$ cat config.mk
export PLATFORM = sky130hd
export DESIGN_NAME = ixp_regport
export DESIGN_NICKNAME = d
export VERILOG_FILES = /design/src/rtl/ixp_pkg.sv /design/src/rtl/ixp_scratch.sv /design/src/rtl/ixp_readmux.sv /design/src/rtl/ixp_regport.sv
export SDC_FILE = /design/constraint.sdc
export NUM_CORES = 2
export LEC_CHECK = 0
export BUFFER_PORTS_ARGS = -buffer_cell sky130_fd_sc_hd__buf_4
export CAP_MARGIN = 20
export CORE_UTILIZATION = 45
export CTS_CLUSTER_SIZE = 40
export DETAILED_ROUTE_END_ITERATION = 16
export SETUP_SLACK_MARGIN = 0.2
export SYNTH_ARGS = -nofsm -noshare
export SYNTH_HDL_FRONTEND = slang
export SYNTH_HIERARCHICAL = 1
export SYNTH_SLANG_ARGS = --single-unit
$ cat constraint.sdc
create_clock -name clk -period 12.89 [get_ports clk]
set_input_delay 0.6445 -clock clk [delete_from_list [all_inputs] [get_ports clk]]
set_output_delay 0.6445 -clock clk [all_outputs]
set_load 0.005 [all_outputs]
$ cat src/rtl/ixp_pkg.sv
package ixp_pkg;
  localparam int unsigned IX_ID       = 0;
  localparam int unsigned IX_EN       = 1;
  localparam int unsigned IX_W        = 2;
  localparam int unsigned IX_H        = 3;
  localparam int unsigned IX_MAXW     = 4;
  localparam int unsigned IX_MAXH     = 5;
  localparam int unsigned IX_DEPTH    = 6;
  localparam int unsigned IX_BPP      = 7;
  localparam int unsigned IX_PSEUDO   = 8;
  localparam int unsigned IX_RMASK    = 9;
  localparam int unsigned IX_GMASK    = 10;
  localparam int unsigned IX_BMASK    = 11;
  localparam int unsigned IX_PITCH    = 12;
  localparam int unsigned IX_FBBASE   = 13;
  localparam int unsigned IX_FBOFS    = 14;
  localparam int unsigned IX_MEMSZ    = 15;
  localparam int unsigned IX_FBSIZE   = 16;
  localparam int unsigned IX_CAPS     = 17;
  localparam int unsigned IX_RINGBASE = 18;
  localparam int unsigned IX_RINGSZ   = 19;
  localparam int unsigned IX_CFGDONE  = 20;
  localparam int unsigned IX_SYNC     = 21;
  localparam int unsigned IX_BUSY     = 22;
  localparam int unsigned IX_GUEST    = 23;
  localparam int unsigned IX_CURID    = 24;
  localparam int unsigned IX_CURX     = 25;
  localparam int unsigned IX_CURY     = 26;
  localparam int unsigned IX_CURON    = 27;
  localparam int unsigned IX_HOSTBPP  = 28;
  localparam int unsigned IX_SCRSZ    = 29;
  localparam int unsigned IX_RSV_LO   = 30;
  localparam int unsigned IX_RSV_HI   = 32;
  localparam int unsigned IX_PAL_LO   = 1024;
  localparam int unsigned IX_PAL_HI   = 1791;
  localparam int unsigned IX_SCR_BASE = 1792;

  localparam logic [31:0] ID_REV0    = 32'h9000_0000;
  localparam logic [31:0] ID_REV1    = 32'h9000_0001;
  localparam logic [31:0] ID_REV2    = 32'h9000_0002;
  localparam logic [31:0] DIAG_WORD  = 32'h0000_cafe;
  localparam logic [31:0] RING_BYTES = 32'h0001_0000;
  localparam logic [31:0] LIMIT_W    = 32'd2360;
  localparam logic [31:0] LIMIT_H    = 32'd1770;

  typedef struct packed {
    logic [31:0] id;
    logic [31:0] enable;
    logic [31:0] cur_w;
    logic [31:0] cur_h;
    logic [31:0] new_w;
    logic [31:0] new_h;
    logic [31:0] fb_size;
    logic [31:0] guest;
    logic [31:0] cur_id;
    logic [31:0] cur_x;
    logic [31:0] cur_y;
    logic        configured;
    logic        cursor_vis;
    logic        busy;
  } ixp_state_t;

  function automatic logic [31:0] f_bits_pp(input int unsigned depth);
    return 32'(depth + 7) & ~32'd7;
  endfunction

  function automatic logic [31:0] f_bytes_pp(input int unsigned depth);
    return 32'(depth + 7) >> 3;
  endfunction

  // ch: 0 red, 1 green, 2 blue
  function automatic logic [31:0] f_mask(input int unsigned depth, input int unsigned ch);
    logic [31:0] r, g, b;
    case (depth)
      8:       begin r = 32'h07;   g = 32'h38;   b = 32'hc0;   end
      15:      begin r = 32'h1f;   g = 32'h3e0;  b = 32'h7c00; end
      16:      begin r = 32'h1f;   g = 32'h7e0;  b = 32'hf800; end
      default: begin r = 32'hff0000; g = 32'hff00; b = 32'hff; end
    endcase
    return (ch == 0) ? r : (ch == 1) ? g : b;
  endfunction

  function automatic logic id_allowed(input logic [31:0] v);
    return (v == ID_REV0) || (v == ID_REV1) || (v == ID_REV2);
  endfunction
endpackage

$ cat src/rtl/ixp_scratch.sv
module ixp_scratch #(
  parameter int unsigned WORDS = 16,
  parameter int unsigned AW    = 4
) (
  input  logic          clk,
  input  logic          rst_n,
  input  logic          we,
  input  logic [AW-1:0] addr,
  input  logic [31:0]   wdata,
  output logic [31:0]   rdata
);
  logic [31:0] word_q [WORDS];

  for (genvar k = 0; k < WORDS; k++) begin : g_word
    always_ff @(posedge clk) begin
      if (!rst_n) word_q[k] <= '0;
      else if (we && (32'(addr) == k)) word_q[k] <= wdata;
    end
  end

  always_comb begin
    rdata = '0;
    for (int k = 0; k < WORDS; k++)
      if (32'(addr) == k) rdata = word_q[k];
  end
endmodule

$ cat src/rtl/ixp_readmux.sv
module ixp_readmux
  import ixp_pkg::*;
#(
  parameter int unsigned DEPTH     = 24,
  parameter logic [31:0] FB_BASE   = 32'hE000_0000,
  parameter logic [31:0] MEM_BYTES = 32'h0040_0000,
  parameter int unsigned SCRATCH_N = 16,
  parameter bit          CURSOR_EN = 1'b1
) (
  input  logic [31:0] idx,
  input  ixp_state_t  st,
  input  logic        scr_hit,
  input  logic [31:0] scr_rdata,
  output logic [31:0] rdata,
  output logic        known
);
  localparam logic [31:0] CAPS = 32'h3 | (CURSOR_EN ? 32'hE0 : 32'h0);

  always_comb begin
    known = 1'b1;
    rdata = '0;
    case (idx)
      IX_ID:       rdata = st.id;
      IX_EN:       rdata = st.enable;
      IX_W:        rdata = st.cur_w;
      IX_H:        rdata = st.cur_h;
      IX_MAXW:     rdata = LIMIT_W;
      IX_MAXH:     rdata = LIMIT_H;
      IX_DEPTH:    rdata = 32'(DEPTH);
      IX_BPP,
      IX_HOSTBPP:  rdata = f_bits_pp(DEPTH);
      IX_PSEUDO,
      IX_FBOFS:    rdata = '0;
      IX_RMASK:    rdata = f_mask(DEPTH, 0);
      IX_GMASK:    rdata = f_mask(DEPTH, 1);
      IX_BMASK:    rdata = f_mask(DEPTH, 2);
      IX_PITCH:    rdata = f_bytes_pp(DEPTH) * st.new_w;
      IX_FBBASE:   rdata = FB_BASE;
      IX_MEMSZ:    rdata = MEM_BYTES - RING_BYTES;
      IX_FBSIZE:   rdata = st.fb_size;
      IX_CAPS:     rdata = CAPS;
      IX_RINGBASE: rdata = FB_BASE + MEM_BYTES - RING_BYTES;
      IX_RINGSZ:   rdata = RING_BYTES;
      IX_CFGDONE:  rdata = 32'(st.configured);
      IX_SYNC,
      IX_BUSY:     rdata = 32'(st.busy);
      IX_GUEST:    rdata = st.guest;
      IX_CURID:    rdata = st.cur_id;
      IX_CURX:     rdata = st.cur_x;
      IX_CURY:     rdata = st.cur_y;
      IX_CURON:    rdata = 32'(st.cursor_vis);
      IX_SCRSZ:    rdata = 32'(SCRATCH_N);
      default: begin
        if ((idx >= IX_RSV_LO && idx <= IX_RSV_HI) ||
            (idx >= IX_PAL_LO && idx <= IX_PAL_HI)) rdata = '0;
        else if (scr_hit) rdata = scr_rdata;
        else known = 1'b0;
      end
    endcase
  end
endmodule

$ cat src/rtl/ixp_regport.sv
module ixp_regport
  import ixp_pkg::*;
#(
  parameter int unsigned DEPTH     = 24,
  parameter logic [31:0] FB_BASE   = 32'hE000_0000,
  parameter logic [31:0] MEM_BYTES = 32'h0040_0000,
  parameter int unsigned SCRATCH_N = 16,
  parameter bit          CURSOR_EN = 1'b1
) (
  input  logic        clk,
  input  logic        rst_n,
  input  logic [1:0]  port_sel,
  input  logic        wr_en,
  input  logic        rd_en,
  input  logic [31:0] wdata,
  output logic [31:0] rdata,
  output logic        bad_index_o,
  output logic        enable_o,
  output logic        configured_o,
  output logic [31:0] new_width_o,
  output logic [31:0] new_height_o,
  output logic        invalid_o,
  output logic        sync_req_o,
  output logic        busy_o,
  input  logic        ring_done_i,
  input  logic        resize_i
);
  localparam int unsigned SCR_AW  = (SCRATCH_N < 2) ? 1 : $clog2(SCRATCH_N);
  localparam int unsigned SCR_END = IX_SCR_BASE + SCRATCH_N;

  ixp_state_t  st;
  logic [31:0] idx_q;
  logic        invalid_q, sync_req_q, bad_q;

  // named internal events
  logic        sel_wr, value_wr, value_rd, scr_hit, idx_known;
  logic [SCR_AW-1:0] scr_addr;
  logic [31:0] scr_rdata, mux_rdata;

  assign sel_wr   = wr_en && (port_sel == 2'd0);
  assign value_wr = wr_en && (port_sel == 2'd1);
  assign value_rd = rd_en && (port_sel == 2'd1);
  assign scr_hit  = (idx_q >= IX_SCR_BASE) && (idx_q < SCR_END);
  assign scr_addr = SCR_AW'(idx_q - IX_SCR_BASE);

  ixp_scratch #(.WORDS(SCRATCH_N), .AW(SCR_AW)) u_scratch (
    .clk(clk), .rst_n(rst_n), .we(value_wr && scr_hit),
    .addr(scr_addr), .wdata(wdata), .rdata(scr_rdata)
  );

  ixp_readmux #(.DEPTH(DEPTH), .FB_BASE(FB_BASE), .MEM_BYTES(MEM_BYTES),
                .SCRATCH_N(SCRATCH_N), .CURSOR_EN(CURSOR_EN)) u_rmux (
    .idx(idx_q), .st(st), .scr_hit(scr_hit), .scr_rdata(scr_rdata),
    .rdata(mux_rdata), .known(idx_known)
  );

  always_ff @(posedge clk) begin
    if (!rst_n) begin
      idx_q         <= '0;
      st.id         <= ID_REV2;
      st.enable     <= '0;
      st.cur_w      <= '1;
      st.cur_h      <= '1;
      st.new_w      <= '0;
      st.new_h      <= '0;
      st.fb_size    <= '0;
      st.guest      <= '0;
      st.cur_id     <= '0;
      st.cur_x      <= '0;
      st.cur_y      <= '0;
      st.configured <= 1'b0;
      st.cursor_vis <= 1'b0;
      st.busy       <= 1'b0;
      invalid_q     <= 1'b0;
      sync_req_q    <= 1'b0;
      bad_q         <= 1'b0;
    end else begin
      sync_req_q <= 1'b0;
      bad_q      <= value_rd && !idx_known;
      if (resize_i) begin
        st.cur_w  <= st.new_w;
        st.cur_h  <= st.new_h;
        invalid_q <= 1'b0;
      end
      if (ring_done_i) st.busy <= 1'b0;
      if (sel_wr) idx_q <= wdata;
      if (value_wr) begin
        case (idx_q)
          IX_ID: if (id_allowed(wdata)) st.id <= wdata;
          IX_EN: begin
            st.enable <= wdata;
            st.cur_w  <= '1;
            st.cur_h  <= '1;
            invalid_q <= 1'b1;
            if (wdata == '0) st.configured <= 1'b0;
            else st.fb_size <= f_bytes_pp(DEPTH) * st.new_w * st.new_h;
          end
          IX_W: begin st.new_w <= wdata; invalid_q <= 1'b1; end
          IX_H: begin st.new_h <= wdata; invalid_q <= 1'b1; end
          IX_DEPTH, IX_BPP: if (wdata != 32'(DEPTH)) st.configured <= 1'b0;
          IX_CFGDONE: st.configured <= |wdata;
          IX_SYNC: begin st.busy <= 1'b1; sync_req_q <= 1'b1; end
          IX_GUEST: st.guest  <= wdata;
          IX_CURID: st.cur_id <= wdata;
          IX_CURX:  st.cur_x  <= wdata;
          IX_CURY:  st.cur_y  <= wdata;
          IX_CURON: begin
            if (wdata == 32'd1) st.cursor_vis <= 1'b1;
            else if (wdata == 32'd0) st.cursor_vis <= 1'b0;
          end
          default: ;
        endcase
      end
    end
  end

  always_comb begin
    case (port_sel)
      2'd0:    rdata = idx_q;
      2'd1:    rdata = mux_rdata;
      2'd2:    rdata = DIAG_WORD;
      default: rdata = '0;
    endcase
  end

  assign bad_index_o  = bad_q;
  assign enable_o     = |st.enable;
  assign configured_o = st.configured;
  assign new_width_o  = st.new_w;
  assign new_height_o = st.new_h;
  assign invalid_o    = invalid_q;
  assign sync_req_o   = sync_req_q;
  assign busy_o       = st.busy;

  a_r1_id_legal: assert property (@(posedge clk) disable iff (!rst_n)
    id_allowed(st.id));
  a_r2_enable_zero: assert property (@(posedge clk) disable iff (!rst_n)
    value_wr && idx_q == IX_EN && wdata == '0 |=> !configured_o && invalid_o && st.cur_w == '1);
  a_r5_depth_mismatch: assert property (@(posedge clk) disable iff (!rst_n)
    value_wr && (idx_q == IX_DEPTH || idx_q == IX_BPP) && wdata != 32'(DEPTH) |=> !configured_o);
  a_r9_cursor_keep: assert property (@(posedge clk) disable iff (!rst_n)
    value_wr && idx_q == IX_CURON && wdata > 32'd1 |=> $stable(st.cursor_vis));
  a_r10_sync_set: assert property (@(posedge clk) disable iff (!rst_n)
    value_wr && idx_q == IX_SYNC |=> busy_o && sync_req_o);
  a_r10_sync_cause: assert property (@(posedge clk) disable iff (!rst_n)
    sync_req_o |-> $past(value_wr && idx_q == IX_SYNC));
  a_r12_bad_flag: assert property (@(posedge clk) disable iff (!rst_n)
    value_rd && !idx_known |=> bad_index_o);
  a_r12_bad_cause: assert property (@(posedge clk) disable iff (!rst_n)
    $rose(bad_index_o) |-> $past(value_rd));
endmodule

==> results.yml <==
clocking:
  cts_tree: "done"
  cts_root_buffer: "clkbuf_16"
  cts_buffer_depth: 3
  post_cts_resized: 0
  clk_pin_slew_ps: 70
  hold_buffers: 0
  post-cts-setup-buffers: 0
  cts_buffers: 91
  cts_htree_levels: 3
  clk_latency_ps: 710
  cts.sinks: 902
synth:
  syn_inst: 6396
  synthArstFlopShare_pct: 0
  synth_cell_types: 102
  synth_seq_area_share_pct: 37.68
  syn_nets: 7029
  syn_avg_cell_area_um2: 9.620
  syn-cell-area_um2: 61530
  ys_ff_latch: 902
  ys.flop_type: "edfxtp_1"
  ys.warnings.count: 6
  synth_edf_count: 512
timing:
  setup_viol: 0
  fmax_ghz: 0.09948
  slew_violations: 0
  layout_worst_path_cycle_share_pct: 77.98
  fin_crit_ps: 10050
  worst_pin_slew_ps: 1201
  fin_tns_setup_ps: 0
  hold_viol_final: 0
  skew_ps: 44.87
  slew_headroom_pct: 18.89
  rsz0062_at_grt: "no"
worst_setup_path:
  r2r-start: "new_width_o[1]$_SDFFE_PN0P_"
  path_class: "reg2reg"
  ff2ff_path_depth: 36
  cp-endpoint: "st[162]$_SDFFE_PN0P_"
  cp_common_cell: "fa_1"
  cp_max_fo: 9
  worstReg2RegEnd: "st[162]$_SDFFE_PN0P_"
  cp-start-kind: "flip-flop"
  reg2reg_slack_ps: 2840
  crit_start: "new_width_o[1]$_SDFFE_PN0P_"
  max_stage_delay_ps: 610
  cp.required_ps: 13460
  arrival_ps: 10630
  crit_path_end_kind: "flip-flop"
  critical_path.slowest_cell: "fa_1"
floorplanning:
  coreArea_um2: 135600
  fp-row-count: 135
  initial_core_util_pct: 45.37
  die_h_um: 371.8
  dieWidth_um: 371.8
  pin_count: 142
  dieArea_um2: 138200
grt:
  grt_pass1_vias: 46139
  grt_remaining_overflow: 0
  grt_max_degree: 124
  grt_pass1_wl_um: 313200
  antenna_found_initial: 11
  grt_usage_pct: 30.53
finish:
  drive_gt1_share_pct: 9.030
  final_nets: 6837
  fill_cells: 12582
  final-seq-area_um2: 23200
  final_common_cell: "nand2_1"
  multiInputGateArea_um2: 34550
  area_growth_pct: 8.750
  final_cell_mix: "nand2_1 (1072), and2_1 (772), edfxtp_1 (512)"
  utilization_pct: 49.33
power_and_ir_drop:
  cellPowerDensity_nw_per_um2: 96.59
  switching_power_uw: 1595
  p_sw_share_pct: 24.67
  comb_power_share_pct: 7.6
  ir_worst_vdd_mv: 0.09766
  clockPowerShare_pct: 43.7
  p_int_uw: 4869
  p_leak_uw: 0.02687
  p_seq_share_pct: 48.7
placed_design:
  place_congestion: 0.9491
  dp.final_hpwl_um: 143300
  port_buffers: 141
drt:
  wire_per_inst_um: 26.36
  routed_wl_um: 212600
  dr.pass1.iters: 6
  ant_nets: 0
  drt_first_iter_violations: 5796
  vias: 47852
  viasPerCell: 5.933
  drc: 0
hold_path:
  hold_path.class: "in2reg"
run:
  maxCapViolations: 0
status:
  outcome: "complete, no violations"
==> flip-flops by register name, summed over array words and instances, names as in the netlist <==
register	count
bad_index_o	1
busy_o	1
configured_o	1
idx_q	32
invalid_o	1
new_height_o	32
new_width_o	32
st	289
sync_req_o	1
u_scratch/word_q	512
==> how the worst min path moves through the flow <==
stage          depth (start not counted)                     end  slack [ps]                 start
2_1_floorplan                          1    st[351]$_SDFFE_PN1P_         410  st[351]$_SDFFE_PN1P_
5_1_grt                                2  bad_index_o$_SDFF_PN0_         250                 rd_en
3_3_place_gp                           1    st[354]$_SDFFE_PN1P_         430  st[354]$_SDFFE_PN1P_
6_report                               2  bad_index_o$_SDFF_PN0_         240                 rd_en
4_1_cts                                2  bad_index_o$_SDFF_PN0_         210                 rd_en
3_5_place_dp                           1    st[354]$_SDFFE_PN1P_         430  st[354]$_SDFFE_PN1P_
==> synth_stat cells, drive strengths merged (12+ instances only) <==
cell     count  share of area [%]
nor2       140               0.85
and3b       16               0.23
a2bb2oi     23               0.33
o221ai      12               0.17
o21a        21               0.26
nor3        38               0.40
o21bai      27               0.33
a21boi     274                3.3
fa         410                 13
edfxtp     512                 25
o22ai       54               0.55
nand2b      52               0.54
nand3       46               0.37
a31oi       51               0.52
mux2i      135                2.2
nand2     1080                6.6
dfxtp      390                 13
o21ai      199                1.6
ha         183                3.7
a221oi      43               0.61
o2bb2ai     44               0.63
nor4        37               0.58
a211oi      19               0.24
and3        67               0.68
inv        442                2.7
or3b        17               0.24
and2       784                8.0
a22o        19               0.27
a21oi      184                1.5
xnor2       86                1.2
a222oi      20               0.33
a21o        61               0.74
o211ai      19               0.23
nand4       26               0.29
a22oi       71               0.87
clkbuf     402                2.5
buf        159                1.7
nor2b       51               0.52
xor2        30               0.43
mux2        14               0.26
==> kinds of logic after synthesis <==
| group | synth area share (%) |
|---|---|
| AND/OR/NAND/NOR | 19.72 |
| AO/OA/AOI/OAI | 13.83 |
| buffers and inverters | 6.930 |
| flip-flops | 37.68 |
| adder cells (fa/ha/maj) | 17.06 |
| multiplexers | 2.745 |
| XOR/XNOR | 2.042 |
==> worst max-delay path, delay by kind of cell, from the launching register on <==
| family | cells | cell delay (ps) |
|---|---|---|
| AND/OR/NAND/NOR | 4 | 630 |
| flip-flops | 1 | 510 |
| AO/OA/AOI/OAI | 4 | 900 |
| XOR/XNOR | 13 | 2850 |
| adder cells (fa/ha/maj) | 10 | 4760 |
| buffers and inverters | 5 | 270 |
==> area by class of cell <==
type                            count  share of cell area [%]
Timing Repair Buffer              277                   3.207
Sequential cell                   902                   34.67
Clock buffer                      127                   3.803
Tap cell                         1781                   3.330
Multi-Input combinational cell   4489                   51.63
Inverter                          443                   2.485
Antenna cell                        5                 0.01870
Clock inverter                     41                  0.8620
==> per-stage QoR <==
stage | cell area [µm²] | setup slack, ps | total power, µW | hold WS, ps | std cells
after floorplan | 61530 | 3610 | 3456 | 410.1 | 6396
after global placement | 63700 | 2502 | 3681 | 427.9 | 7886
after detailed placement | 63720 | 2933 | 3686 | 429.0 | 7888
after CTS | 66850 | 2902 | 6475 | 213.9 | 8056
after global routing | 66910 | 2302 | 6608 | 248.7 | 8063
final | 66920 | 2838 | 6464 | 241.7 | 8065
==> layer usage <==
metal  share of wire, %  vias up  GRT usage, %  wire length (µm)
met3                9.3      411         4.712             19680
met5             0.0042        -             0                 9
met4                3.9        2         11.15              8209
met1                 43    23948         44.16             91200
met2                 44     2418         46.10             93490
li1                   -    21073             -                 -
==> power by group through the flow <==
stage / registers, µW / logic [µW] / clock network, µW
after CTS: 3140 / 481 / 2850
after floorplan: 3190 / 264 / 0
after global routing: 3150 / 505 / 2950
after global placement: 3200 / 477 / 0
final: 3150 / 493 / 2830
after detailed placement: 3210 / 479 / 0
(Power assumes the default switching activity.)
